$ cat src/rtl/alu_pkg.sv
package alu_pkg;

    typedef enum logic [4:0] {
        OP_CLR    = 5'd0,
        OP_PASA   = 5'd1,
        OP_PASB   = 5'd2,
        OP_NOTA   = 5'd3,
        OP_NOTB   = 5'd4,
        OP_AND    = 5'd5,
        OP_OR     = 5'd6,
        OP_XOR    = 5'd7,
        OP_ANDN   = 5'd8,
        OP_ADD_LO = 5'd9,
        OP_ADD_CH = 5'd10,
        OP_ADD_MP = 5'd11,
        OP_AMB_LO = 5'd12,
        OP_AMB_CH = 5'd13,
        OP_AMB_MP = 5'd14,
        OP_BMA_LO = 5'd15,
        OP_BMA_CH = 5'd16,
        OP_BMA_MP = 5'd17,
        OP_K_HALF = 5'd18,
        OP_K_QRT  = 5'd19,
        OP_K_ALT  = 5'd20,
        OP_FLG_CY = 5'd21,
        OP_FLG_OV = 5'd22
    } alu_op_e;

    typedef enum logic [1:0] {
        SRC_PORT = 2'd0,
        SRC_HELD = 2'd1,
        SRC_RFA  = 2'd2,
        SRC_RFS  = 2'd3
    } opnd_src_e;

    typedef enum logic [1:0] {
        CY_FIXED = 2'd0,
        CY_PIN   = 2'd1,
        CY_REG   = 2'd2
    } cy_src_e;

    typedef enum logic [1:0] {
        AR_ADD = 2'd0,
        AR_AMB = 2'd1,
        AR_BMA = 2'd2
    } ar_kind_e;

    function automatic logic is_arith(input logic [4:0] op);
        return (op >= 5'd9) && (op <= 5'd17);
    endfunction

    function automatic logic is_hold(input logic [4:0] op);
        return op >= 5'd21;
    endfunction

    function automatic logic [15:0] alt_pattern16();
        logic [15:0] p;
        for (int i = 0; i < 16; i++) p[i] = ~i[0];
        return p;
    endfunction

endpackage

$ cat src/rtl/alu_opnd_mux.sv
module alu_opnd_mux #(
    parameter int W = 16
) (
    input  logic [1:0]   sel,
    input  logic [W-1:0] port_val,
    input  logic [W-1:0] held_val,
    input  logic [W-1:0] rfa_val,
    input  logic [W-1:0] rfs_val,
    output logic [W-1:0] opnd
);
    import alu_pkg::*;

    always_comb begin
        case (opnd_src_e'(sel))
            SRC_PORT: opnd = port_val;
            SRC_HELD: opnd = held_val;
            SRC_RFA:  opnd = rfa_val;
            default:  opnd = rfs_val;
        endcase
    end
endmodule

$ cat src/rtl/alu_arith.sv
module alu_arith #(
    parameter int W = 16
) (
    input  logic [4:0]   op,
    input  logic [W-1:0] a,
    input  logic [W-1:0] b,
    input  logic         cin_pin,
    input  logic         cin_reg,
    output logic         active,
    output logic [W-1:0] sum,
    output logic         cout,
    output logic         ovf
);
    import alu_pkg::*;

    ar_kind_e       kind;
    cy_src_e        csrc;
    logic [W-1:0]   x, y;
    logic           cin;
    logic [W:0]     total;

    always_comb begin
        active = 1'b1;
        kind   = AR_ADD;
        csrc   = CY_FIXED;
        case (alu_op_e'(op))
            OP_ADD_LO: begin kind = AR_ADD; csrc = CY_FIXED; end
            OP_ADD_CH: begin kind = AR_ADD; csrc = CY_PIN;   end
            OP_ADD_MP: begin kind = AR_ADD; csrc = CY_REG;   end
            OP_AMB_LO: begin kind = AR_AMB; csrc = CY_FIXED; end
            OP_AMB_CH: begin kind = AR_AMB; csrc = CY_PIN;   end
            OP_AMB_MP: begin kind = AR_AMB; csrc = CY_REG;   end
            OP_BMA_LO: begin kind = AR_BMA; csrc = CY_FIXED; end
            OP_BMA_CH: begin kind = AR_BMA; csrc = CY_PIN;   end
            OP_BMA_MP: begin kind = AR_BMA; csrc = CY_REG;   end
            default:   active = 1'b0;
        endcase
    end

    always_comb begin
        case (kind)
            AR_AMB:  begin x = a; y = ~b; end
            AR_BMA:  begin x = b; y = ~a; end
            default: begin x = a; y = b;  end
        endcase
        case (csrc)
            CY_PIN:  cin = cin_pin;
            CY_REG:  cin = cin_reg;
            default: cin = (kind != AR_ADD);
        endcase
        total = {1'b0, x} + {1'b0, y} + {{W{1'b0}}, cin};
        sum   = total[W-1:0];
        cout  = active & total[W];
        ovf   = active & (x[W-1] == y[W-1]) & (sum[W-1] != x[W-1]);
    end
endmodule

$ cat src/rtl/alu_logic.sv
module alu_logic #(
    parameter int W = 16
) (
    input  logic [4:0]   op,
    input  logic [W-1:0] a,
    input  logic [W-1:0] b,
    output logic [W-1:0] out
);
    import alu_pkg::*;

    localparam int HALF = W / 2;
    localparam int QRT  = W / 4;

    logic [W-1:0] k_half, k_qrt, k_alt;

    genvar g;
    generate
        for (g = 0; g < W; g++) begin : g_const
            assign k_half[g] = (g < HALF);
            assign k_qrt[g]  = (g < QRT);
            assign k_alt[g]  = ((g % 2) == 0);
        end
    endgenerate

    always_comb begin
        case (alu_op_e'(op))
            OP_PASA:   out = a;
            OP_PASB:   out = b;
            OP_NOTA:   out = ~a;
            OP_NOTB:   out = ~b;
            OP_AND:    out = a & b;
            OP_OR:     out = a | b;
            OP_XOR:    out = a ^ b;
            OP_ANDN:   out = a & ~b;
            OP_K_HALF: out = k_half;
            OP_K_QRT:  out = k_qrt;
            OP_K_ALT:  out = k_alt;
            default:   out = '0;
        endcase
    end
endmodule

$ cat src/rtl/cascade_alu.sv
module cascade_alu #(
    parameter int W = 16
) (
    input  logic         clk,
    input  logic         rst_n,
    input  logic [4:0]   opcode,
    input  logic [1:0]   a_src,
    input  logic [1:0]   b_src,
    input  logic [W-1:0] a_port,
    input  logic [W-1:0] b_port,
    input  logic [W-1:0] rf_alu,
    input  logic [W-1:0] rf_shf,
    input  logic         carry_in,
    output logic [W-1:0] result,
    output logic         carry_out,
    output logic         flag
);
    import alu_pkg::*;

    typedef struct packed {
        logic [W-1:0] res;
        logic [W-1:0] a_held;
        logic [W-1:0] b_held;
        logic         cy;
        logic         flg;
        logic         ov_mode;
    } alu_state_t;

    alu_state_t st_d, st_q;

    logic [W-1:0] opa, opb, ar_sum, lg_out;
    logic         ar_act, ar_cout, ar_ovf;

    alu_opnd_mux #(.W(W)) i_mux_a (
        .sel(a_src), .port_val(a_port), .held_val(st_q.a_held),
        .rfa_val(rf_alu), .rfs_val(rf_shf), .opnd(opa)
    );

    alu_opnd_mux #(.W(W)) i_mux_b (
        .sel(b_src), .port_val(b_port), .held_val(st_q.b_held),
        .rfa_val(rf_alu), .rfs_val(rf_shf), .opnd(opb)
    );

    alu_arith #(.W(W)) i_arith (
        .op(opcode), .a(opa), .b(opb), .cin_pin(carry_in), .cin_reg(st_q.cy),
        .active(ar_act), .sum(ar_sum), .cout(ar_cout), .ovf(ar_ovf)
    );

    alu_logic #(.W(W)) i_logic (
        .op(opcode), .a(opa), .b(opb), .out(lg_out)
    );

    always_comb begin
        st_d        = st_q;
        st_d.a_held = a_port;
        st_d.b_held = b_port;
        st_d.flg    = 1'b0;
        if (opcode == OP_CLR) begin
            st_d.res     = '0;
            st_d.a_held  = '0;
            st_d.b_held  = '0;
            st_d.cy      = 1'b0;
            st_d.ov_mode = 1'b1;
        end else if (ar_act) begin
            st_d.res = ar_sum;
            st_d.cy  = ar_cout;
            st_d.flg = st_q.ov_mode ? ar_ovf : ar_cout;
        end else if (opcode == OP_FLG_CY) begin
            st_d.ov_mode = 1'b0;
        end else if (opcode == OP_FLG_OV) begin
            st_d.ov_mode = 1'b1;
        end else if (!is_hold(opcode)) begin
            st_d.res = lg_out;
        end
    end

    always_ff @(posedge clk or negedge rst_n) begin
        if (!rst_n) begin
            st_q         <= '0;
            st_q.ov_mode <= 1'b1;
        end else begin
            st_q <= st_d;
        end
    end

    assign result    = st_q.res;
    assign flag      = st_q.flg;
    assign carry_out = ar_cout;

    assert_clear_zero_R8: assert property (@(posedge clk) disable iff (!rst_n)
        (opcode == OP_CLR) |=> (result == '0));

    assert_alt_const_R4: assert property (@(posedge clk) disable iff (!rst_n)
        (opcode == OP_K_ALT) |=> (result[15:0] == alt_pattern16()));

    assert_hold_result_R10: assert property (@(posedge clk) disable iff (!rst_n)
        is_hold(opcode) |=> $stable(result));

    assert_quiet_carry_R11: assert property (@(posedge clk) disable iff (!rst_n)
        !is_arith(opcode) |-> !carry_out);

    assert_flag_low_R9: assert property (@(posedge clk) disable iff (!rst_n)
        !is_arith(opcode) |=> !flag);
endmodule

$ cat config.mk
export PLATFORM = sky130hd
export DESIGN_NAME = cascade_alu
export DESIGN_NICKNAME = d
export VERILOG_FILES = /design/src/rtl/alu_pkg.sv /design/src/rtl/alu_opnd_mux.sv /design/src/rtl/alu_arith.sv /design/src/rtl/alu_logic.sv /design/src/rtl/cascade_alu.sv
export SDC_FILE = /design/constraint.sdc
export NUM_CORES = 1
export LEC_CHECK = 0
export ABC_CLOCK_PERIOD_IN_PS = 3000
export BUFFER_PORTS_ARGS = -buffer_cell sky130_fd_sc_hd__buf_2
export CORE_ASPECT_RATIO = 1.25
export CORE_UTILIZATION = 40
export DETAILED_ROUTE_END_ITERATION = 16
export PLACE_DENSITY = 0.6
export SLEW_MARGIN = 20
export SYNTH_ARGS = -nofsm -noshare
export SYNTH_HDL_FRONTEND = slang
export SYNTH_SLANG_ARGS = --single-unit
export TNS_END_PERCENT = 50
$ cat constraint.sdc
create_clock -name clk -period 3 [get_ports clk]
set_clock_uncertainty 0.05 [all_clocks]
set_input_delay 0 -clock clk [delete_from_list [all_inputs] [get_ports clk]]
set_output_delay 0 -clock clk [all_outputs]
set_load 0.02 [all_outputs]
# --- Word level (Yosys, flattened, before mapping) ---
# Index checks and enable logic that the tools add are counted.
totals:
  register_bits: 51
  elab_cells: 90
  out_inout_bits: 18
classes:
  bitwise: 9
  n_reduce_logical: 13
  add_sub_neg: 2
  order_cmp: 1
  mux: 23
  n_eq_ne: 36
ops:
  columns: ["op", "count"]
  rows:
  - ["$pmux 16 s11", 1]
  - ["$mux 16", 6]
  - ["$pmux 16 s3", 2]
  - ["$eq 5x4->1 const B", 8]
  - ["$eq 5x5->1 const B", 7]
  - ["$and 16x16->16", 2]
  - ["$mux 32", 1]
  - ["$not 16->16", 2]
  - ["$pmux 16 s2", 1]
  - ["$eq 5x3->1 const B", 4]
  - ["$add 16x16->17", 1]
  - ["$add 17x1->17", 1]
  - ["$or 16x16->16", 1]
  - ["$xor 16x16->16", 1]
  - ["$reduce_or 3->1", 4]
  - ["$eq 5x2->1 const B", 2]
  - ["$ne 3x2->1 const B", 3]
  - ["$reduce_or 9->1", 1]
  - ["$eq 2x1->1 const B", 4]
  - ["$eq 2x2->1 const B", 4]
  - ["$mux 1", 8]
  - ["$pmux 2 s2", 2]
  - ["$eq 5x1->1 const B", 1]
  - ["$ge 5x5->1 const B", 1]
  - ["other kinds (12)", 16]

# --- Longest topological paths before layout ---
# Gate-level depths: netlist of run 1.
logic_depth:
  word_depth: 12
  mapped_depth: 19
  ltp_nobuf: 17

# --- By module ---
# Synthesis of run 1 repeated with hierarchy kept, for this count alone.
unflattened:
  hier_cells: 667
  hier_area_um2: 6209.7
modules_own_cells:
  columns: ["mod", "cells_each", "n_inst", "area_each_um2", "seq_area_each_um2"]
  rows:
  - ["cascade_alu", 174, 1, 2260.9, 1277.5]
  - ["alu_logic", 254, 1, 1602.8, 0.0]
  - ["alu_arith", 199, 1, 1497.7, 0.0]
  - ["alu_opnd_mux", 20, 2, 424.2, 0.0]

# --- Least setup slack after synthesis of run 1 ---
# No wires, ideal clock.
synth_path:
  path_kind: "input to register"
  startpoint: "input opcode[0]"
  endpoint: "register st_q (netlist bit result[14])"
  path_buffers: 2
  setup_time_ns: 0.132
  arrival_ns: 3.191
  stages: 18
  setup_slack_ns: -0.373
  path_cell_list: "buf_2 -> buf_1 -> nand2b_1 -> o21ai_0 -> a22oi_1 -> ha_1 -> a221oi_1 -> a21oi_1 -> fa_1 -> inv_1 -> fa_1 -> nor2b_1 -> o31a_1 -> o31ai_1 -> a21boi_1 -> o21ai_0 -> mux2i_1 -> o21ai_1"
synth_between:
  elab_chain_len: 9
synth_rtl:
  columns: ["item", "line_no", "rtl"]
  rows:
  - ["start: declaration", "cascade_alu.sv:6", "input logic [4:0] opcode,"]
  - ["$eq 5x4->1 / $eq 5x5->1 (equally long branches)", "alu_arith.sv:26", "case (alu_op_e'(op))"]
  - ["$reduce_or 3->1 (no line)", null, null]
  - ["$pmux 2 s2", "alu_arith.sv:26", null]
  - ["$eq 2x2->1 / $eq 2x1->1 (equally long branches)", "alu_arith.sv:41", "case (kind)"]
  - ["$pmux 16 s2 / $mux 16 (equally long branches)", "alu_arith.sv:41", null]
  - ["$add 16x16->17", "alu_arith.sv:51", "total = {1'b0, x} + {1'b0, y} + {{W{1'b0}}, cin};"]
  - ["$add 17x1->17", "alu_arith.sv:51", null]
  - ["$mux 16", "cascade_alu.sv:64", "end else if (ar_act) begin"]
  - ["$mux 16", "cascade_alu.sv:58", "if (opcode == OP_CLR) begin"]
  - ["end signal: assignment", "cascade_alu.sv:82", "st_q <= st_d;"]
  - ["end: declaration", "cascade_alu.sv:29", "alu_state_t st_d, st_q;"]
# Several ways; a longest one is shown, not always the timed one. The select of a mux whose other input is x is not followed.
# A chain may end at the register's enable or synchronous reset.

# --- Worst setup path after layout of run 1 ---
layout_path:
  startpoint: "register st_q[3] in the netlist's numbering"
  endpoint: "output carry_out"
layout_between:
  elab_chain_len: 6
layout_rtl:
  columns: ["item", "line_no", "rtl"]
  rows:
  - ["$pmux 16 s3 *", "alu_opnd_mux.sv:14", "case (opnd_src_e'(sel))"]
  - ["$not 16->16", "alu_arith.sv:42", "AR_AMB: begin x = a; y = ~b; end"]
  - ["$pmux 16 s2", "alu_arith.sv:41", null]
  - ["$add 16x16->17 *", "alu_arith.sv:51", null]
  - ["$add 17x1->17 *", "alu_arith.sv:51", null]
  - ["$and 1x1->1 *", "alu_arith.sv:53", "cout = active & total[W];"]
  - ["end: declaration", "cascade_alu.sv:15", "output logic carry_out,"]
# Mark *: on every way between the ends. The rest lies on a longest branch, timed or not.

==> metrics list, run 1 <==
- For this configuration, the core starts out at a cell density of 41.3%.
- 1st-iter DRT viols: 298
- For this run the aggregate overflow at the end of global routing stands at 0.
- Async SR Flop Fraction: 100%
- Hold crit path type: in -> async
- STA classifies the critical path endpoint as an output port.
* Largest net degree at the start of global routing: 35
- Dividing the final minimum period by the clock period gives 111%.
- Global router's overall resource usage: 27.7%
- Critical path, cell by cell: mux4_2 -> o21ai_1 -> o21ai_1 -> fa_2 -> inv_2 -> fa_2 -> nor2b_4 -> o31a_1 -> o31ai_2 -> a21boi_2 -> and3_1 -> o22ai_2 -> nor2_1 -> buf_4
- Endpoint required time on the critical path: 2950 ps
- The tree built by TritonCTS fans out to 51 sinks.
* Top_reg_cell synth: dfrtp_1
* TritonCTS clock tree: built
- The cell area that synthesis handed to floorplanning was 5310 um2.
- Core outline area: 12800 um2
* Number of nets in the layout: 906
* Minimum setup slack among reg-to-reg paths: -280 ps
* EDFF count, synth: 0
- STA classifies the critical path startpoint as a register.
- Dividing the detail-routed wire length by the instance count gives 19.3 um.
- The checks that failed: setup timing.
- Number of CTS-inserted buffers: 5
- Die Span Y: 131 um
* Fraction of layout instances using a drive strength above 1: 32.0%
* Final hold vios: 0
- Antenna violations before repair: 0
- Synthesis inferred 51 register bits.
* Number of instances in the placed design: 919
- Critical path's largest stage delay: 500 ps
* Post-detail-place hpwl: 13.7 mm
- Cells taking the most area after synthesis: dfrtp_1 24%, o21ai_0 8.5%, ha_1 7.8%
- Die W: 105 um
- Summing all non-filler instances in the final layout gives an area of 7070 um2.
* Antenna-violating nets left: 0
- Slowest stage cell on the critical path: mux4_2
- The tree is rooted in a clkbuf_16.
* Number of global-route vias before repair: 5700
- Row generation in the floorplan step produced 46 rows.
* Net Count, Synth: 726
- The filler cells instantiated in the layout total 1190.
- At the pin with the least slew margin, the transition time is 1030 ps.
* Number of remaining DRC errors: 0
* Die area: 13700 um2
- The final layout contains routed wiring with a total length of 18.6 mm.
- Relative to the synthesized area, the layout overhead comes to 33.3%.
- Synth Instances: 615
* Number of pins exceeding their max-slew limit in the final report: 0
- For this run, the detailed router's first-pass iteration total came to 5.
- Overall via count from detail_route: 5641
* Clock Latency Late Sink: 310 ps
- Top-Level Pins: 94
- Worst IR Drop VDD: 0.000241 V
- In the post-route analysis, the smallest setup slack over all paths is -323 ps.
- Most common library cells after synthesis: 90 x o21ai_0, 58 x nand2_1, 50 x dfrtp_1, 44 x a21oi_1
- Seq/Total Area, Yosys: 24.1%
- Antenna cell count: 0
* Most frequently used cell type in the post-synthesis netlist: o21ai_0
- Final weighted congestion in routability-driven placement: 0.956
- Yosys Warn Count: 0
- Clock-pin slew was measured on the worst setup and hold paths at 90 ps.
- Endpoint of the worst register-to-register path: result[12]
- Using the TritonRoute via totals, the vias-per-cell ratio works out to 5.85.
- Max-slew headroom: 31.2%
- Leaving out filler cells and counting taps, the final layout contains 964.
- Average cell area after synthesis: 8.63 um2
- Wire length of the first global-routing pass: 29.3 mm
* Standby leakage power: 3.22 nW
* Top fanout value on the critical path: 4
- Number of buffers added on ports: 93
- Status: finished, violations left
- For the worst flop-to-flop path, the logic depth is 14.
* PwrDens: 421 nW/um2
- The critical path is of the reg -> out type.
* Post-synth top area cell: dfrtp_1
- After synthesis, the netlist uses 65 different library cells.
* Critical path data arrival time: 3270 ps
- Placed cell area: 6470 um2
- In this run the critical register-to-register path is launched from st_q[3].
- Setup violations remaining at the end of the flow were counted as 8.
- Peak clock frequency supported by timing: 0.301 GHz
- Setup repair after global routing could not meet its margin everywhere.
- Max Root-Sink Buffers: 2
- For the finished layout, the period the worst path requires is 3320 ps.
* Area share of the leading cell type in the synthesized netlist: 23.6%
- H-tree depth: 2
- Max-cap violations in this run came to 0.
## metrics by stage
step | worst slack, ps | utilization (%) | hold WS [ps] | total power, mW | TNS [ps]
after CTS | -282 | 54.5 | 130 | 2.90 | -1490
after global placement | -276 | 50.4 | -44.1 | 2.18 | -1740
after floorplan | -18.7 | - | -346 | 1.74 | -18.7
final | -323 | 55.1 | 135 | 2.98 | -1740
after global routing | -509 | 55.1 | 203 | 3.16 | -3110
after detailed placement | -306 | 50.4 | -41.7 | 2.21 | -2350
## how the worst max path moves through the flow
| stage | end | cells after the start | from |
|---|---|---|---|
| after floorplan | result[12] | 13 | st_q[3] |
| after global placement | result[10] | 17 | opcode[1] |
| after detailed placement | result[10] | 17 | opcode[1] |
| after CTS | carry_out | 14 | st_q[3] |
| after global routing | carry_out | 12 | st_q[12] |
| final | carry_out | 14 | st_q[3] |
## critical path, delay by kind of cell (launching register included)
| kind | cells | cell delay (ps) |
|---|---|---|
| AOI/OAI and AO/OA | 6 | 980 |
| adders and majority gates | 2 | 580 |
| muxes | 1 | 500 |
| DFF | 1 | 370 |
| and+or+nand+nor | 3 | 320 |
| buffers and inverters | 2 | 220 |
## layout make-up
class                           count  area [um2]  share of cell area, %
Clock inverter                      3        22.5                  0.318
Timing Repair Buffer              227        1600                   22.6
Inverter                           36         135                   1.91
Sequential cell                    51        1280                   18.1
Clock buffer                        5         125                   1.77
Tap cell                          168         210                   2.97
Multi-Input combinational cell    474        3710                   52.4
## logic make-up after synthesis
group,Yosys count,share of synthesized area (%)
AO/OA/AOI/OAI,210,24.3
XOR/XNOR,9,1.49
adder cells (fa/ha/maj),35,8.54
buffers and inverters,90,8.46
flip-flops,51,24.1
multiplexers,44,16.3
AND/OR/NAND/NOR,176,16.9
## placed cells by master, fill, tap and decap left out, types with 3 or more instances in the layout
cell,instances
nor2b_1,6
a221o_1,3
nor3_2,3
o2111ai_1,6
dfrtp_1,50
a211oi_2,4
mux4_1,9
ha_1,33
buf_4,98
nor2_1,25
a21oi_1,43
clkbuf_16,5
o21ai_1,13
buf_2,92
mux2i_1,12
mux4_2,21
nor3_1,10
a21o_1,3
nand3b_1,4
inv_1,35
o22ai_1,5
nand3_1,10
nand2_1,58
and2_1,36
o21ai_0,80
a211oi_1,7
or3_1,5
a22oi_1,4
nand2b_1,4
and3_1,3
dlygate4sd3_1,33
a221oi_1,4
o21a_1,5
xnor2_1,6
xor2_1,3
nand4_1,3
o211ai_1,5
buf_12,3
## routing by layer
metal / track usage [%] / part of all wire, % / up-vias
met2: 47.4 / 48 / 246
met3: 5.21 / 6.6 / 64
met5: 0 / 0 / -
met4: 14.7 / 4.4 / 0
met1: 33.5 / 41 / 2702
li1: - / - / 2629
## registers in the layout, indices dropped and copies added (netlist names)
register	cells
flag	1
result	16
st_q	34
## timing repair
action	in CTS	in global routing
hold buffers	33	0
endpoints found under the setup margin	11	13
pin swaps	7	3
endpoints found under the hold margin	49	0
buffers inserted	3	1
gates resized for setup	9	17
## where the power goes
group	switching [mW]	total, mW	internal, mW
Sequential	0.0518	0.824	0.772
Combinational	0.802	1.53	0.724
Clock	0.316	0.632	0.316
(Power assumes the default switching activity.)
==> run 2: changes to the inputs <==
- CORE_ASPECT_RATIO: 1.25 -> unset
==> metrics list, run 2 (synthesis gave the netlist of run 1 again) <==
* Endpoint of the worst hold-timing path: st_q[0]
* Average detailed-routed wire length per instance: 18.9 um
- Top-Level Pins: 94
* First drt pass iteration count: 5
* Count of maximum capacitance violations: 0
- Category of the most critical setup path: reg -> out
- Fraction of layout instances using a drive strength above 1: 33.7%
* Number of failing setup endpoints in the final timing report: 10
* TritonCTS clock tree: built
- Number of flip-flops in the largest register: 34
* Worst Hold Launch: opcode[0]
* Max-slew headroom: 30.7%
- In this run the static leakage power is 3.23 nW.
- The flow ran to the end, but the final reports show violations.
- The detailed router placed 5598 vias in this run.
- In this run the tool buffered the top-level ports with 93 buffer cells.
* Min Tclk post-route: 3370 ps
- Setup repair after global routing missed its margin: true
- In this design, the largest share of critical-path delay is due to compound AO/OA/AOI/OAI gates.
* Share of the cycle needed by the critical path after routing: 112%
- Routability-driven placement finished with a final weighted congestion of 0.949.
- The clock passes through at most 2 buffers.
* Die W: 117 um
- The initial antenna violation count is 0.
- Violated checks: setup timing
* Clock Latency Late Sink: 310 ps
- Number of nets in the layout: 915
- The critical path crosses 14 cells after its start point.
- The first global-routing pass estimated 28.9 mm of wire.
* Number of pins exceeding their max-slew limit in the final report: 0
- Register containing the most flip-flops in the final layout: st_q
* Top fanout value on the critical path: 4
- PwrDens: 423 nW/um2
* Kind of start point of the critical path: register
- The design draws 3.02 mW.
- Across the VDD grid, the largest voltage drop is 0.000326 V.
- Tracing the worst setup path back leads to its startpoint at st_q[3].
- The clock net in this run drives a total of 51 sinks.
* Via count normalized by instance count: 5.73
- Measured along the y axis, the die boundary spans 117 um.
* Final total negative setup slack: -1960 ps
- Core utilization of the finished layout: 56.0%
- At the worst endpoint, the required time is 2950 ps.
* Clock tree root buffer cell: clkbuf_16
- The largest individual stage delay along the critical path comes from the cell mux4_2.
* Placed cell area: 6520 um2
- Hold crit path type: in -> reg
- Post-detail-place hpwl: 13.8 mm
- Row count: 41
- Final hold vios: 0
- Walking the worst path, the cells encountered are mux4_2 -> o21ai_2 -> o21ai_4 -> fa_2 -> inv_2 -> fa_2 -> nor2b_2 -> o31a_1 -> o31ai_4 -> a21boi_2 -> and3_1 -> o22ai_2 -> nor2_1 -> buf_4.
* Worst reg2reg path startpoint: st_q[3]
* Number of remaining DRC errors: 0
* Critical path's largest stage delay: 530 ps
- The region available for standard cell placement spans 12800 um2.
- The worst register-to-register path ends at flag.
- Leaving out fill and tap cells, the most frequent cell in the layout is buf_4.
- Most prevalent standard cell on the critical path: fa_2
- The number of cells on the worst reg-to-reg path is 15.
- Counting instances, the worst hold path has a depth of 3.
- Clock-pin slew on the worst setup and hold paths: 80 ps
- For flop-to-flop paths, the worst setup slack is -280 ps.
* Die area: 13700 um2
- Post-Place Setup Slack: -351 ps
- Global router's overall resource usage: 28.5%
- Critical path data arrival time: 3320 ps
* Largest net degree at the start of global routing: 39
- The via count of the first global-routing pass came to 5532.
* Design Area, Final: 7150 um2
- For this block, the routed nets add up to 18.5 mm of wire.
* Antenna-violating nets left: 0
* Critical path capture point type: output port
* Antenna cell count: 0
- The H-tree was split into 2 levels.
- Initial Util: 41.5%
- For the pin with the worst max-slew slack, the measured transition is 1030 ps.
- PnR worst setup slack: -371 ps
* Total grt overflow: 0
- Relative to the synthesized area, the layout overhead comes to 34.8%.
- In this run, CTS created clock tree buffers numbering 5.
* Crit path buffers/inverters: 2
- Peak clock frequency supported by timing: 0.297 GHz
- 1st-iter DRT viols: 435
* Highest-count cells in the layout ignoring fill and taps: 109 x buf_4, 92 x buf_2, 82 x o21ai_0, 57 x nand2_1, 50 x dfrtp_1
-- run 2: stage by stage --
stage | hold slack [ps] | cells
after CTS | 135 | 976
after global routing | 195 | 977
final | 147 | 977
after detailed placement | 145 | 930
after global placement | 138 | 930
after floorplan | -346 | 615
-- run 2: worst max path at each step --
stage / to
final: carry_out
after global routing: carry_out
after CTS: carry_out
after detailed placement: st_q[2]
after global placement: flag
after floorplan: result[12]
-- run 2: layer usage --
metal  up-vias  GRT usage, %  share of wire [%]
li1       2643             -                  -
met1      2648          36.6                 43
met2       257          46.7                 46
met3        50          6.33                8.3
met4         0          11.4                3.3
met5         -             0                  0
-- run 2: final cells by class --
class                   count  area (um2)
clock inverters             3        27.5
well taps                 172         215
multi-input cells         474        3720
clock buffers               5         125
fillers                  1145        5620
repair buffers            236        1650
flip-flops and latches     51        1280
inverters                  36         135
-- run 2: what timing repair did --
action | 4_1_cts | 5_1_grt
endpoints found under the hold margin | 68 | 0
setup buffers | 5 | 2
hold buffers | 33 | 0
resized for setup | 18 | 13
endpoints found under the setup margin | 11 | 14
cloned | 0 | 0
pin swaps | 9 | 7
-- run 2: where the power goes --
group          switching [mW]  internal, mW  leakage [nW]
Combinational           0.824         0.746          2.57
Sequential             0.0447         0.772         0.593
Clock                   0.315         0.320        0.0723
Total                    1.18          1.84          3.23
-- run 2: worst reg2reg max path: stages (launching register included) --
cell and delay (ps):
dfrtp_1 370, mux4_2 530, o21ai_2 100, o21ai_2 90, o21ai_4 70, fa_2 230
inv_2 40, fa_2 350, nor2b_2 160, o31a_1 250, o31ai_4 100, a21boi_2 180
and3_1 190, o22ai_2 70, buf_4 150, o311ai_2 260
